[config.mk]
export PLATFORM = sky130hd
export DESIGN_NAME = priv_reg_bank
export DESIGN_NICKNAME = d
export VERILOG_FILES = /design/src/rtl/priv_reg_pkg.sv /design/src/rtl/priv_reg_decode.sv /design/src/rtl/priv_live_ctr.sv /design/src/rtl/priv_reg_store.sv /design/src/rtl/priv_reg_bank.sv
export SDC_FILE = /design/constraint.sdc
export NUM_CORES = 2
export LEC_CHECK = 0
export BUFFER_PORTS_ARGS = -buffer_cell sky130_fd_sc_hd__buf_2
export CAP_MARGIN = 20
export CORE_MARGIN = 5
export CORE_UTILIZATION = 55
export DETAILED_ROUTE_END_ITERATION = 7
export PLACE_DENSITY_LB_ADDON = 0.15
export SLEW_MARGIN = 10
export SYNTH_ARGS = -nofsm -noshare
export SYNTH_HDL_FRONTEND = slang
export SYNTH_SLANG_ARGS = --single-unit
[constraint.sdc]
create_clock -name clk -period 2.4 [get_ports clk]
set_input_delay 0.6 -clock clk [delete_from_list [all_inputs] [get_ports clk]]
set_output_delay 0.6 -clock clk [all_outputs]
set_load 0.005 [all_outputs]
[src/rtl/priv_reg_pkg.sv]
// Package: shared register kinds and per-index attributes for the control bank.
// Assumes a 64-bit register width and a 32-bit live counter half.
package priv_reg_pkg;

    localparam int PRIV_DW     = 64;
    localparam int LIVE_W      = 32;
    localparam int NUM_DEFINED = 27;

    typedef enum logic [2:0] {
        K_NONE,   // undefined slot
        K_RW,     // masked read/write
        K_RO,     // read-only
        K_WO,     // write-only
        K_CLR,    // cleared by any write
        K_CC      // cycle counter: stored upper half, live lower half
    } reg_kind_e;

    // Classify an index.
    function automatic reg_kind_e kind_of(input int unsigned i);
        if (i >= NUM_DEFINED)           return K_NONE;
        if (i == 19 || i == 20)         return K_CLR;
        if (i >= 21 && i <= 23)         return K_RO;
        if (i == 24 || i == 25)         return K_WO;
        if (i == 26)                    return K_CC;
        return K_RW;
    endfunction

    // Bits kept on a write for masked read/write slots.
    function automatic logic [PRIV_DW-1:0] mask_of(input int unsigned i);
        case (i)
            10:      return ~64'h2;
            11, 12:  return 64'hF;
            13, 14:  return 64'h18;
            15, 16:  return 64'h3F;
            17:      return 64'h7F0;
            18:      return 64'hFE00_0000_0000_0000;
            default: return '1;
        endcase
    endfunction

    // Value a slot takes at reset.
    function automatic logic [PRIV_DW-1:0] reset_of(input int unsigned i,
                                                    input logic [PRIV_DW-1:0] pal_rst,
                                                    input logic [PRIV_DW-1:0] misc_rst);
        if (i == 8) return pal_rst;
        if (i == 9) return misc_rst;
        return '0;
    endfunction

endpackage

[src/rtl/priv_reg_decode.sv]
// Module: classifies the presented index into a register kind.
// Assumes indices at or above NUM_DEFINED are undefined.
module priv_reg_decode
    import priv_reg_pkg::*;
#(
    parameter int IDX_W = 5
) (
    input  logic [IDX_W-1:0] idx,
    output reg_kind_e        kind
);

    // Look up the kind of the addressed slot.
    always_comb begin
        kind = kind_of(int'(idx));
    end

endmodule

[src/rtl/priv_live_ctr.sv]
// Module: free-running live counter forming the lower half of the cycle counter.
// Assumes it counts every clock after reset and wraps at its width.
module priv_live_ctr #(
    parameter int W = 32
) (
    input  logic         clk,
    input  logic         rst_n,
    output logic [W-1:0] count
);

    // Advance by one each clock, zero on reset.
    always_ff @(posedge clk) begin
        if (!rst_n) count <= '0;
        else        count <= count + 1'b1;
    end

    assert_live_step_R10: assert property (@(posedge clk) disable iff (!rst_n)
        $past(rst_n) |-> count == $past(count) + 1'b1);

endmodule

[src/rtl/priv_reg_store.sv]
// Module: storage slots of the bank, one generated per index, each applying its own write rule.
// Assumes the caller only raises we for writable kinds when the write is allowed.
module priv_reg_store
    import priv_reg_pkg::*;
#(
    parameter int                 IDX_W    = 5,
    parameter logic [PRIV_DW-1:0] PAL_RST  = 64'h4000,
    parameter logic [PRIV_DW-1:0] MISC_RST = 64'h6
) (
    input  logic               clk,
    input  logic               rst_n,
    input  logic               we,
    input  logic [IDX_W-1:0]   idx,
    input  logic [PRIV_DW-1:0] wdata,
    output logic [PRIV_DW-1:0] q_sel
);

    localparam int NREG = 1 << IDX_W;

    logic [PRIV_DW-1:0] q [NREG];

    for (genvar g = 0; g < NREG; g++) begin : g_slot
        localparam reg_kind_e          K = kind_of(g);
        localparam logic [PRIV_DW-1:0] M = mask_of(g);
        localparam logic [PRIV_DW-1:0] RV = reset_of(g, PAL_RST, MISC_RST);

        if (K == K_NONE || K == K_RO) begin : g_const
            assign q[g] = '0;
        end else begin : g_reg
            logic [PRIV_DW-1:0] r;
            logic               hit;
            assign hit  = we && (idx == IDX_W'(g));
            assign q[g] = r;

            // Capture the write through this slot's rule.
            always_ff @(posedge clk) begin
                if (!rst_n)   r <= RV;
                else if (hit) r <= (K == K_CLR) ? '0 : (wdata & M);
            end

            if (K == K_RW) begin : g_mask_chk
                assert_field_mask_R4: assert property (@(posedge clk) disable iff (!rst_n)
                    (r & ~M) == '0);
            end
            if (K == K_CLR) begin : g_clr_chk
                assert_clear_on_write_R5: assert property (@(posedge clk) disable iff (!rst_n)
                    hit |=> r == '0);
            end
        end
    end

    // Select the addressed slot.
    always_comb begin
        q_sel = q[idx];
    end

endmodule

[src/rtl/priv_reg_bank.sv]
// Module: top of the privileged control register bank; applies fault rules and
// speculative write suppression, registers read data and fault flag.
// Assumes one index per cycle shared by the read and write strobes.
module priv_reg_bank
    import priv_reg_pkg::*;
#(
    parameter int                 IDX_W        = 5,
    parameter logic [PRIV_DW-1:0] PAL_BASE_RST = 64'h4000
) (
    input  logic               clk,
    input  logic               rst_n,
    input  logic [IDX_W-1:0]   acc_idx,
    input  logic               wr_en,
    input  logic [PRIV_DW-1:0] wr_data,
    input  logic               rd_en,
    input  logic               spec_mode,
    output logic [PRIV_DW-1:0] rd_data,
    output logic               acc_fault
);

    localparam logic [PRIV_DW-1:0] MISC_RST = 64'h6;

    reg_kind_e          kind;
    logic [PRIV_DW-1:0] q_sel;
    logic [LIVE_W-1:0]  live;
    logic               wr_live, wr_ok, wr_flt, rd_flt;
    logic [PRIV_DW-1:0] rd_val;

    priv_reg_decode #(.IDX_W(IDX_W)) u_dec (
        .idx  (acc_idx),
        .kind (kind)
    );

    priv_live_ctr #(.W(LIVE_W)) u_ctr (
        .clk   (clk),
        .rst_n (rst_n),
        .count (live)
    );

    priv_reg_store #(.IDX_W(IDX_W), .PAL_RST(PAL_BASE_RST), .MISC_RST(MISC_RST)) u_store (
        .clk   (clk),
        .rst_n (rst_n),
        .we    (wr_ok),
        .idx   (acc_idx),
        .wdata (wr_data),
        .q_sel (q_sel)
    );

    // Decide write permission and faults for this access.
    always_comb begin
        wr_live = wr_en && !spec_mode;
        wr_ok   = wr_live && (kind == K_RW || kind == K_WO || kind == K_CLR || kind == K_CC);
        wr_flt  = wr_live && (kind == K_NONE || kind == K_RO);
        rd_flt  = rd_en && (kind == K_NONE || kind == K_WO);
    end

    // Form the value a read returns.
    always_comb begin
        case (kind)
            K_RW, K_RO, K_CLR: rd_val = q_sel;
            K_CC:              rd_val = {q_sel[PRIV_DW-1:LIVE_W], live};
            default:           rd_val = '0;
        endcase
    end

    // Register read data and fault flag.
    always_ff @(posedge clk) begin
        if (!rst_n) begin
            rd_data   <= '0;
            acc_fault <= 1'b0;
        end else begin
            rd_data   <= rd_en ? rd_val : '0;
            acc_fault <= rd_flt || wr_flt;
        end
    end

    assert_undef_fault_R8: assert property (@(posedge clk) disable iff (!rst_n)
        (rd_en && kind == K_NONE) |=> (acc_fault && rd_data == '0));
    assert_ro_write_fault_R6: assert property (@(posedge clk) disable iff (!rst_n)
        (wr_en && !spec_mode && kind == K_RO) |=> acc_fault);
    assert_wo_read_fault_R7: assert property (@(posedge clk) disable iff (!rst_n)
        (rd_en && kind == K_WO) |=> (acc_fault && rd_data == '0));
    assert_spec_quiet_R9: assert property (@(posedge clk) disable iff (!rst_n)
        (wr_en && spec_mode && !rd_en) |=> !acc_fault);
    assert_idle_zero_R11: assert property (@(posedge clk) disable iff (!rst_n)
        (!rd_en && !wr_en) |=> (!acc_fault && rd_data == '0));

endmodule

After elaboration in Yosys (flattened, before gate mapping). Index checks and enable logic that the tools add are counted.

Register bits: 1030. Input bits: 74. RAM bits: 0. ROM bits: 0. Logic and storage cells: 128. Memories kept: 0. Bits in latches: 0. Output and inout port bits: 65.

Bitwise logic cells: 1. Divide/modulo/power cells: 0. $mul: 0. Add/sub/neg operators: 1. Reduce and logical (&&, ||, !) cells: 40. $lt $le $gt $ge: 4. Mux-type cells: 29. Shifts and indexed selects: 0. Eq/ne operators: 28.

Operators by type and width (number): $bmux W64 S5 (1); $mux W64 (2); $pmux W64 S2 (1); $eq A5 B4 Y1 const B (8); $eq A5 B5 Y1 const B (8); $add A32 B1 Y32 const B (1); $mux W3 (10); $logic_and A1 B1 Y1 (27); $eq A5 B3 Y1 const B (4); $mux W1 (15); $eq A5 B2 Y1 const B (2); $ge A5 B5 Y1 const B (2); $logic_or A1 B1 Y1 (8); $eq A3 B2 Y1 const B (2); $eq A3 B3 Y1 const B (2); $ge A6 B6 Y1 const B (1); $not A5 Y6 (1); $eq A5 B1 Y1 const B (1); $le A5 B5 Y1 const B (1); $logic_not A5 Y1 (1); $eq A3 B1 Y1 const B (1); $logic_not A3 Y1 (1); $reduce_or A3 Y1 (1); $reduce_and A2 Y1 (1); $logic_not A1 Y1 (1).

Longest topological paths before layout.
Depth after elaboration: 24. Depth in mapped cells: 9. Mapped depth without buffers: 5.

Hierarchy. Synthesis repeated with hierarchy kept, for this count alone.

Cell total of the unflattened synthesis: 5354. Area total of the unflattened synthesis: 46499.6 µm².

By module, submodules not included: priv_reg_store (instances 1, area each 42199.2 µm², seq. area each 18677.9 µm², cells an instance 4880); priv_reg_bank (instances 1, area each 2762.6 µm², seq. area each 1301.2 µm², cells an instance 296); priv_live_ctr (instances 1, area each 1466.4 µm², seq. area each 640.6 µm², cells an instance 168); priv_reg_decode (instances 1, area each 71.3 µm², seq. area each 0.0 µm², cells an instance 10).

Worst setup path before layout. Ideal clock, no wire load.

Path type: input port to flip-flop. From: input port acc_idx[0]. To: register rd_data[40]. Data required time: 2283 ps. Buffers on the path: 3. Path slack: 76 ps. Setup time: 117 ps. Stages: 7. Data arrival time: 2207 ps. Cell sequence: buf_2 > buf_2 > buf_2 > mux4_2 > mux2_2 > o211ai_1 > nand2_1.

Word-level cells in the longest chain between the ends: 14. Elaborated cells between the ends (all ways): 45. Those cells by class: 3 x order compare; 9 x eq/ne; 28 x mux; 1 x bitwise; 4 x reduce/logical.

Ends and longest elaborated chain: from (decl) (RTL line priv_reg_bank.sv:12) `input logic [IDX_W-1:0] acc_idx,`; parallel branches: the longest is 13 deep, another holds $ge A5 B5 Y1; $pmux W64 S2 * (RTL line priv_reg_bank.sv:59) `case (kind)`; to (signal assigned) (RTL line priv_reg_bank.sv:72) `rd_data <= rd_en ? rd_val : '0;`; to (decl) (RTL line priv_reg_bank.sv:17) `output logic [PRIV_DW-1:0] rd_data,`.

Mark *: on every way between the ends. The select of a mux whose other input is x is not followed. A chain may end at the register's enable or synchronous reset.

Worst setup path in the final report.
From: register u_ctr.count[8]. To: register u_ctr.count[23].

Word-level cells in the longest chain between the ends: 1.

Ends and longest elaborated chain: from (decl) (RTL line priv_live_ctr.sv:8) `output logic [W-1:0] count`; from (signal assigned) (RTL line priv_live_ctr.sv:14) `else count <= count + 1'b1;`; $add A32 B1 Y32 (RTL line priv_live_ctr.sv:14).

Every way passes these cells.

==> PnR_summary.wiki <==
{| class="wikitable"
! Metric !! Value
|-
| Run status || completed
|-
| Hold violation total from the final report || 0
|-
| Number of synthesized flops with an enable pin || 0
|-
| Reg-to-reg slack, setup || 0.21 ns
|-
| TritonCTS clock tree || yes
|-
| Die X || 271 um
|-
| Number of endpoints failing setup at the final stage || 0
|-
| Main combinational cell family by area after synthesis || simple AND/OR/NAND/NOR gates
|-
| Worst Setup Slack, final || 0.206 ns
|-
| Crit Reg-Reg Startpoint || u_ctr.count[8]
|-
| Multiplexer fraction of the synthesized cell area || about an eighth
|-
| Initial core utilization || a little under three fifths
|-
| Root Driver || clkbuf_16
|-
| Post-route DRC || 0
|-
| Kind of cell with the highest combined delay on the critical path || simple AND/OR/NAND/NOR gates
|-
| Slew at the pin with the worst max-slew slack || 0.697 ns
|-
| Setup repair after global routing missed its margin || false
|-
| Post-synthesis adder-cell area fraction || less than 1%
|-
| Hold-critical path depth || 3
|-
| Total power divided by cell area || 728 nW/um2
|-
| Cell leakage power || around 15 nW
|-
| Combined area of the multi-input logic cells || approximately 18000 um2
|-
| Layout cell share with drive strength beyond 1 || between 15 and 20%
|-
| Synth Area in Compound Gates || 15.2%
|-
| Post-synthesis area per instance || 8.32 um2
|-
| Cts repair resizes || 0
|-
| Worst Path Class, Setup || reg2reg
|-
| Crit path top cell by count || or4_1
|-
| Maximum ir drop on the vdd rail || about 0.00066 V
|-
| Vias in the first global route || 31000
|-
| Max Buffers Root-to-Sink || 3
|-
| Normalized max-slew margin || 53.4%
|-
| Vert. Die Dim || 271 um
|-
| Timing-limited maximum frequency || 456 MHz
|-
| Number of input and output port buffers inserted || 138
|-
| Crit Reg-Reg Endpoint || u_ctr.count[23]
|-
| Synth top area cells || dfxtp_1 48%, nand2_1 16%, a21oi_1 11%
|-
| Kind of end point of the critical path || register
|-
| Area growth, synth to finish || 17.0%
|-
| Area share of and/or/nand/nor cells after synthesis || 19.6%
|-
| Number of iterations in the first detailed-routing pass || 6
|-
| Async set-reset flop share out of synthesis || 0%
|-
| Post-DR vias/cell || 6.07
|-
| Max-cap violation count || 0
|-
| Number of max-slew violations in the final report || 0
|-
| Net count of the mapped netlist || 4564
|-
| Maximum number of pins on one net before global-route repair || 75
|-
| Final non-filler cell area || 43700 um2
|-
| Worst setup slack after placement || -0.0657 ns
|-
| Maximum fanout encountered on the critical timing path || 26
|-
| Initial antenna violation count || 4
|-
| Filler cell count || approximately 5600
|-
| Clk sinks || 894
|-
| Crit path max-delay cell type || or4_1
|-
| Number of ports placed on the die boundary || 139
|-
| Hold/Removal Path Class || in2reg
|-
| Warnings from Yosys || 0
|-
| Flip-flop and latch count after synthesis || 894
|-
| Number of library cell types mapped by synthesis || 61
|-
| Remaining number of nets flagged by the antenna check after routing || 0
|-
| Area taken by flip-flops and latches || 17900 um2
|-
| Source of the worst hold timing path || wr_data[29]
|-
| Combined buffer and inverter count along the critical path || 1
|-
| First-iteration detailed-routing DRC count || a little under 4000
|-
| Post-CTS setup buffers || 0
|-
| Share of Yosys cell area claimed by the top area cell type || 47.9%
|-
| Share of the synthesized netlist area taken by xor and xnor gates || less than 1%
|-
| GRT Util Overall || 32.2%
|-
| RePlAce Congestion || 0.872
|-
| Worst path max stage delay || 0.56 ns
|-
| Worst Clk Skew || roughly 0.020 ns
|-
| Cells after Synth || 4489
|-
| Cell area after synthesis || 37400 um2
|-
| Wire length of the first global-routing pass || 188 mm
|-
| Antenna Diode Count || 0
|-
| Routed wire length || 123 mm
|-
| End of the worst hold path || u_store.g_slot[7].g_reg.r[29]
|-
| Clock transition at path regs || 0.06 ns
|-
| Total number of nets in the final design || 4574
|-
| Row count || 95
|-
| Final Instance Count excl. Fillers || roughly 5400
|-
| Data required time of the worst path || 2.96 ns
|-
| Inserted Clock Buffers || 93
|-
| Die Outline Area || approximately 73000 um2
|-
| Total number of vias || 33000
|-
| Hold buffer count at cts || 0
|-
| H-tree Lvls || 3
|-
| Arr. time, crit path || 2.75 ns
|-
| Share of synthesized area occupied by flip-flops and latches || 47.9%
|-
| Placed cell areas || ~41000 um2
|-
| Clk_lat worst skew || 0.65 ns
|-
| Dominant cell type by area after synthesis || dfxtp_1
|-
| Post-route minimum period || 2.19 ns
|-
| Core region area || 67300 um2
|-
| List of cells traversed by the critical path || nand4_2 -> or4_1 -> buf_4 -> or4_1 -> a21oi_1
|-
| Type of origin of the critical path || register
|-
| Avg WL per Cell || 22.5 um
|-
| Dpl hpwl || 73.2 mm
|-
| Ratio of final minimum period to clock period || 91.4%
|-
| Global-route congestion overflow total || 0
|-
| Predominant post-synthesis flop cell || dfxtp_1
|-
| Placed instance count || 5277
|-
| Number of cells on the worst reg-to-reg path || 5
|-
| Final total power || 31.8 mW
|}
-- sequential cells by signal, summed over array words and instances (netlist names) --
register and flops:
u_store.g_slot.g_reg.r 797, rd_data 64, u_ctr.count 32, acc_fault 1
-- routing by layer --
metal | routed length [um] | GRT usage [%] | vias up | share of wire, %
li1 | - | - | 15200 | -
met5 | 32 | 0 | - | 0.026
met2 | 56600 | 51.9 | 1706 | 46
met4 | 3020 | 9.07 | 6 | 2.5
met1 | 50900 | 45.6 | 15900 | 42
met3 | 11900 | 4.87 | 212 | 9.7
-- worst register-to-register path, cell delays in order, from the launching register on --
cell and delay, ns:
dfxtp_1 0.45, nand4_2 0.19, or4_1 0.56, buf_4 0.24, or4_1 0.55, a21oi_1 0.15
-- cell families (layout without fill, tap and decap cells) --
group                    count (synthesis)  after routing
XOR/XNOR                                11             11
AO/OA/AOI/OAI                         1001           1001
buffers and inverters                  459            544
adder cells (fa/ha/maj)                  1              1
multiplexers                           289            289
AND/OR/NAND/NOR                       1834           1834
flip-flops                             894            894
-- final cells by class --
cell class / count / area share [%]
clock inverters: 39 / 1.15
inverters: 12 / 0.120
multi-input cells: 3136 / 40.9
clock buffers: 131 / 6.11
flip-flops and latches: 894 / 41.0
well taps: 873 / 2.50
repair buffers: 362 / 8.26
-- worst max-delay path by stage --
stage,to,slack [ns],startpoint,cells past startpoint
after floorplan,rd_data[40],0.08,acc_idx[0],7
after global routing,u_ctr.count[21],0.10,u_ctr.count[7],5
after CTS,u_ctr.count[23],0.23,u_ctr.count[8],5
after detailed placement,rd_data[5],-0.07,acc_idx[0],8
final,u_ctr.count[23],0.21,u_ctr.count[8],5
after global placement,rd_data[2],-0.07,acc_idx[0],7
-- power breakdown --
| part | internal [mW] | switching, mW | leakage [nW] |
|---|---|---|---|
| sequential | 14.9 | 0.0427 | 7.20 |
| clock | 8.94 | 6.08 | 1.57 |
| combinational | 0.614 | 1.21 | 6.49 |
-- cell usage in the layout (no fill, tap or decap), types with 22 or more instances in the layout --
master        n
a21oi_1     785
a221o_1      47
a221oi_1     26
buf_12       97
buf_2       135
buf_4       128
clkbuf_16    94
dfxtp_1     894
mux2_2       99
mux2i_1      66
mux4_2      124
nand2_1    1638
nand3_1      22
nor2_1       53
o211ai_1     38
-- metrics by stage --
| stage | utilization [%] | setup TNS, ns | hold slack [ns] |
|---|---|---|---|
| 4_1_cts | 64.9 | 0 | 0.264 |
| 3_3_place_gp | 60.2 | -0.164 | 0.426 |
| 5_1_grt | 64.9 | 0 | 0.301 |
| 2_1_floorplan | - | 0 | 0.415 |
| 3_5_place_dp | 60.2 | -0.268 | 0.425 |
| 6_report | 64.9 | 0 | 0.296 |
-- synthesized netlist by cell type, types with 4 or more instances --
library cell / number
a21boi_0: 8
a21oi_1: 786
a221o_1: 47
a221oi_1: 26
a22oi_1: 8
a32oi_1: 4
and2_1: 7
and3_1: 5
buf_1: 12
buf_2: 35
buf_4: 4
clkbuf_1: 395
dfxtp_1: 894
inv_1: 11
mux2_2: 99
mux2i_1: 66
mux4_2: 124
nand2_1: 1638
nand2b_1: 11
nand3_1: 29
nand3b_1: 4
nand4_1: 7
nor2_1: 53
nor2b_1: 8
nor3_1: 11
nor3_2: 14
nor4_1: 8
o211ai_1: 38
o21ai_0: 18
o22ai_1: 13
o2bb2ai_1: 8
o31ai_1: 21
o32ai_1: 9
or2_2: 5
or3_1: 10
or4_1: 12
xnor2_1: 8
(Power assumes the default switching activity.)
